`config.mk`:
```
export PLATFORM = sky130hd
export DESIGN_NAME = dispinit_seq
export DESIGN_NICKNAME = d
export VERILOG_FILES = /design/src/rtl/dispinit_pkg.sv /design/src/rtl/dispinit_rst_sync.sv /design/src/rtl/dispinit_regbank.sv /design/src/rtl/dispinit_fsm.sv /design/src/rtl/dispinit_seq.sv
export SDC_FILE = /design/constraint.sdc
export NUM_CORES = 1
export LEC_CHECK = 0
export ABC_AREA = 1
export BUFFER_PORTS_ARGS = -buffer_cell sky130_fd_sc_hd__clkbuf_2
export CAP_MARGIN = 15
export CORE_MARGIN = 2
export CORE_UTILIZATION = 25
export CTS_CLUSTER_DIAMETER = 100
export DETAILED_ROUTE_END_ITERATION = 6
export HOLD_SLACK_MARGIN = 0.02
export PLACE_DENSITY = 0.48
export SYNTH_ARGS = -nofsm -noshare
export SYNTH_HDL_FRONTEND = slang
export SYNTH_HIERARCHICAL = 1
export SYNTH_SLANG_ARGS = --single-unit
```
`constraint.sdc`:
```
create_clock -name clk -period 2.7 [get_ports clk]
set_input_delay 0.675 -clock clk [delete_from_list [all_inputs] [get_ports clk]]
set_output_delay 0.675 -clock clk [all_outputs]
set_load 0.01 [all_outputs]
```
`src/rtl/dispinit_pkg.sv`:
```
package dispinit_pkg;

    localparam int REG_W       = 8;
    localparam int NUM_REGS    = 8;
    localparam logic [7:0] SPACE_CODE = 8'h20;

    typedef enum logic [1:0] {
        ST_SWEEP = 2'd0,
        ST_TAIL  = 2'd1,
        ST_READY = 2'd2
    } init_state_e;

    // Default value of each control register after reset
    function automatic logic [REG_W-1:0] reg_default(input int unsigned idx);
        case (idx)
            0:       return 8'h01;   // entry mode: increment, char mode, ROM bank 0
            1:       return 8'h80;   // display: off, duty field = 100
            default: return '0;
        endcase
    endfunction

endpackage

```
`src/rtl/dispinit_rst_sync.sv`:
```
module dispinit_rst_sync #(
    parameter int STAGES = 2
) (
    input  logic clk,
    input  logic rst_in,
    output logic rst_s
);
    logic [STAGES-1:0] chain;

    always_ff @(posedge clk or posedge rst_in) begin
        if (rst_in) begin
            chain <= '1;
        end else begin
            chain <= {chain[STAGES-2:0], 1'b0};
        end
    end

    assign rst_s = chain[STAGES-1];
endmodule

```
`src/rtl/dispinit_regbank.sv`:
```
module dispinit_regbank
    import dispinit_pkg::*;
#(
    parameter int NREGS = NUM_REGS,
    localparam int SEL_W = $clog2(NREGS)
) (
    input  logic                   clk,
    input  logic                   rst_s,
    input  logic                   wr_en,
    input  logic [SEL_W-1:0]       wr_sel,
    input  logic [REG_W-1:0]       wr_data,
    output logic [NREGS*REG_W-1:0] bank
);
    for (genvar g = 0; g < NREGS; g++) begin : g_reg
        always_ff @(posedge clk or posedge rst_s) begin
            if (rst_s) begin
                bank[g*REG_W +: REG_W] <= reg_default(g);
            end else if (wr_en && (wr_sel == SEL_W'(g))) begin
                bank[g*REG_W +: REG_W] <= wr_data;
            end
        end
    end
endmodule

```
`src/rtl/dispinit_fsm.sv`:
```
module dispinit_fsm
    import dispinit_pkg::*;
#(
    parameter int DEPTH = 80,
    parameter int HOLD  = 1000,
    localparam int ADDR_W = $clog2(DEPTH),
    localparam int CNT_W  = $clog2(HOLD + 1)
) (
    input  logic              clk,
    input  logic              rst_s,
    output logic              busy,
    output logic              sweep_we,
    output logic [ADDR_W-1:0] sweep_addr
);
    localparam logic [ADDR_W-1:0] SWEEP_LAST = ADDR_W'(DEPTH - 1);
    localparam logic [CNT_W-1:0]  HOLD_LAST  = CNT_W'(HOLD - 1);
    localparam logic [CNT_W-1:0]  HOLD_SAT   = CNT_W'(HOLD);

    init_state_e      state, state_nx;
    logic [CNT_W-1:0] hold_cnt;
    logic             hold_last;

    assign hold_last = (hold_cnt >= HOLD_LAST);

    // next-state decode
    always_comb begin
        state_nx = state;
        unique case (state)
            ST_SWEEP: if (sweep_addr == SWEEP_LAST)
                          state_nx = hold_last ? ST_READY : ST_TAIL;
            ST_TAIL:  if (hold_last) state_nx = ST_READY;
            ST_READY: state_nx = ST_READY;
            default:  state_nx = ST_SWEEP;
        endcase
    end

    // state register with hold and sweep counters
    always_ff @(posedge clk or posedge rst_s) begin
        if (rst_s) begin
            state      <= ST_SWEEP;
            hold_cnt   <= '0;
            sweep_addr <= '0;
        end else begin
            state <= state_nx;
            if (state != ST_READY && hold_cnt != HOLD_SAT)
                hold_cnt <= hold_cnt + 1'b1;
            if (state == ST_SWEEP && sweep_addr != SWEEP_LAST)
                sweep_addr <= sweep_addr + 1'b1;
        end
    end

    // outputs
    always_comb begin
        busy     = rst_s || (state != ST_READY);
        sweep_we = !rst_s && (state == ST_SWEEP);
    end
endmodule

```
`src/rtl/dispinit_seq.sv`:
```
module dispinit_seq
    import dispinit_pkg::*;
#(
    parameter int RAM_DEPTH   = 80,
    parameter int HOLD_CYCLES = 1000,
    parameter int SYNC_STAGES = 2,
    localparam int ADDR_W = $clog2(RAM_DEPTH),
    localparam int IDX_W  = $clog2(NUM_REGS + 1),
    localparam int SEL_W  = $clog2(NUM_REGS)
) (
    input  logic                      clk,
    input  logic                      rst_in,
    input  logic                      host_wr,
    input  logic                      host_rd,
    input  logic                      host_rs,
    input  logic [IDX_W-1:0]          host_idx,
    input  logic [7:0]                host_wdata,
    output logic [7:0]                host_rdata,
    output logic                      busy,
    output logic                      ram_we,
    output logic [ADDR_W-1:0]         ram_addr,
    output logic [7:0]                ram_wdata,
    output logic [NUM_REGS*REG_W-1:0] reg_bank
);
    localparam logic [ADDR_W-1:0] AC_LAST = ADDR_W'(RAM_DEPTH - 1);

    logic              rst_s;
    logic              sweep_we;
    logic [ADDR_W-1:0] sweep_addr;
    logic [ADDR_W-1:0] ac, ac_step;
    logic              instr_we, ac_load, data_we;

    dispinit_rst_sync #(.STAGES(SYNC_STAGES)) u_sync (
        .clk(clk), .rst_in(rst_in), .rst_s(rst_s)
    );

    dispinit_fsm #(.DEPTH(RAM_DEPTH), .HOLD(HOLD_CYCLES)) u_fsm (
        .clk(clk), .rst_s(rst_s), .busy(busy),
        .sweep_we(sweep_we), .sweep_addr(sweep_addr)
    );

    // host decode, gated by busy
    always_comb begin
        instr_we = host_wr && !host_rs && !busy && (host_idx < IDX_W'(NUM_REGS));
        ac_load  = host_wr && !host_rs && !busy && (host_idx == IDX_W'(NUM_REGS));
        data_we  = host_wr &&  host_rs && !busy;
    end

    dispinit_regbank #(.NREGS(NUM_REGS)) u_regs (
        .clk(clk), .rst_s(rst_s), .wr_en(instr_we),
        .wr_sel(host_idx[SEL_W-1:0]), .wr_data(host_wdata), .bank(reg_bank)
    );

    // address counter step follows entry-mode bit 0
    always_comb begin
        if (reg_bank[0]) ac_step = (ac == AC_LAST) ? '0 : ac + 1'b1;
        else             ac_step = (ac == '0) ? AC_LAST : ac - 1'b1;
    end

    always_ff @(posedge clk or posedge rst_s) begin
        if (rst_s)        ac <= '0;
        else if (ac_load) ac <= host_wdata[ADDR_W-1:0];
        else if (data_we) ac <= ac_step;
    end

    // shared RAM port: sweep while busy, host afterwards
    always_comb begin
        ram_we    = sweep_we || data_we;
        ram_addr  = sweep_we ? sweep_addr : ac;
        ram_wdata = sweep_we ? SPACE_CODE : host_wdata;
    end

    assign host_rdata = (host_rd && !host_rs) ? {busy, 7'(ac)} : 8'h00;
endmodule

```
==> reports/results.tsv <==
metric	value	unit
die-area	19820	um^2
arrival	1.81	ns
dpl_worst_slack	0.4062	ns
slew_violations	0	
crit_slowest_cell	dfrtp_1	
cts-buffers-inserted	9	
outcome	completed	
cts_sinks	92	
layout-drive-gt1-share	0.2231	
syn_to_final_growth	22.77	%
critPathKind	reg2out	
grt_util_met3	0.03940	
startpoint_type	flop	
ir_drop	0.0002709	V
fin_crit_sh	0.9216	
drt-pass1-iter-count	4	
crit_chain	inv_1 > ha_1 > nand2_1 > inv_1 > nand3_1 > inv_1 > or2_2 > clkbuf_2	
setup_ws	0.2117	ns
ys_types	31	
yosys-top-cells-count	267 x nand2_1, 88 x dfrtp_1, 55 x inv_1	
yosys_register_bits	92	
yosys-top-cells-area	dfrtp_1 47%, nand2_1 21%, nand3_1 5.7%, inv_1 4.4%, nor2_1 3.2%	
finalSetupViolCount	0	
end_kind	primary output	
vias	4072	
power.leakage	3.303	nW
crit_required	2.03	ns
hold_path_class	reg2async	
drt_wl_total	13.55	mm
core	18520	um^2
ant_nets	0	
rr_startpoint	u_fsm/state[0]	
cp_max_fo	4	
grt.total_usage	0.1414	
drtIter0Drc	206	
start_util	0.2526	
setup_tns	0	ns
syn_area	4677	um^2
clkLatencyLatePin	0.34	ns
crit_start	u_fsm/state[0]	
htreeDepth	3	
post-cts-setup-buffers	0	
numPortBuffers	105	
met1_usage	0.1877	
die_h	140.8	um
power_density	472.3	nW/um^2
gp_congestion	0.7819	
crit_family	simple AND/OR/NAND/NOR gates	
crit_top_cell	inv_1	
cts_buffer_depth	2	
grt_antenna_before_repair	0	
max_slew_margin	0.5968	
ioPinCount	106	
final_nets	747	
cp.buffers_inverters	4	
ys_seq_area_frac	0.4933	
grt_pass1_vias	3900	
max_freq	401.9	MHz
finClkSkew	0.008558	ns
synth_fp_nets	642	
synth_edf_count	0	
synth_flop_cell	dfrtp_1	
hpwl	9.805	mm
tightestPinTransition	0.6025	ns
ys_async_sr_fraction	1.000	
cts_root_buf	clkbuf_16	
synth_warnings	6	
critPathMaxStageDelay	0.39	ns
clkTransAtPathRegs	0.07	ns
viasPerCell	4.242	
use_met2	0.2277	
n_antenna_cell	0	
grt_pass1_wl	21.65	mm
r2r_setup_slack	0.47	ns
routedWlPerCell	14.11	um
synth_largest_area_cell	dfrtp_1	
maxCapViolations	0	
top_usage_layer	met2	
post-synth-top-count-cell	nand2_1	
rsz0062_at_grt	no	
rows	50	
synth.avg_cell_area	7.593	um^2
gr-total-overflow	0	
cts_tree	built	
post-route-min-period	2.488	ns
synth_top_area_share	0.4708	
syn_inst	616	
grt_max_degree	40	
remaining_drc_errors	0	
final-hold-violation-count	0	
die_w	140.8	um
-- power breakdown --
part	internal [mW]	switching (mW)	leakage [nW]	total (mW)
registers	1.38	0.00128	1.24	1.38
logic	0.0324	0.102	1.93	0.134
clock network	0.652	0.544	0.136	1.20
-- state kept, by name (all words and copies together), names as in the netlist --
| signal | count |
|---|---|
| ac | 7 |
| u_fsm/hold_cnt | 10 |
| u_fsm/state | 2 |
| u_fsm/sweep_addr | 7 |
| u_regs/bank | 64 |
| u_sync/chain | 2 |
-- cells in the final DEF (no fill, tap or decap), drive strengths merged, types with 5 or more instances in the layout --
master and count:
ha 9, dfrtp 88, xor2 9, buf 6
nor2 49, nand3 55, o21ai 25, clkbuf 116
xnor2 5, inv 62, nand2 277
-- through the flow --
stage	cells	total power, mW	hold slack [ns]	utilization	area, um^2
2_1_floorplan	616	1.478	0.1700	-	4677
3_3_place_gp	944	1.548	0.2417	0.2949	5460
3_5_place_dp	944	1.548	0.2453	0.2949	5460
4_1_cts	960	2.769	0.2566	0.3099	5738
5_1_grt	960	2.843	0.2840	0.3101	5742
6_report	960	2.712	0.2413	0.3101	5742
-- routing by layer --
layer,routed length [um],vias to the layer above
li1,-,2102
met4,92,0
met5,0,-
met2,6409,76
met1,6345,1890
met3,700,4
-- layout make-up --
class / count / area [um^2]
fill: 2031 / 12780
sequential: 92 / 2307
inverter: 61 / 229.0
clock inverter: 5 / 35.03
timing repair buffer: 111 / 586.8
clock buffer: 11 / 242.7
multi-input combinational: 446 / 2048
tap: 234 / 292.8
-- path summary, 6_finish.rpt --
kind | cells after the start | endpoint
min reg2reg | 1 | ac[2]
max | 8 | ram_we
max in group asynchronous | 2 | u_regs/bank[15]
min in group clk | 0 | u_sync/chain[1]
max reg2reg | 11 | u_regs/bank[6]
min | 1 | ac[2]
-- kinds of logic (layout without fill, tap and decap cells) --
| kind of cell | after synthesis | in the layout | synth area share |
|---|---|---|---|
| xor gates and xnor gates | 14 | 14 | 0.02782 |
| adders and majority gates | 9 | 9 | 0.02408 |
| buffers and inverters | 78 | 188 | 0.06875 |
| other | 1 | 1 | 0.0008018 |
| DFF | 92 | 92 | 0.4933 |
| and+or+nand+nor | 392 | 392 | 0.3510 |
| AOI/OAI and AO/OA | 30 | 30 | 0.03424 |
-- repair_timing --
action,4_1_cts,5_1_grt
gates resized for setup,0,1
endpoints found under the setup margin,0,2
hold buffers,0,0
Note: power is estimated with default switching activity, not from simulation.
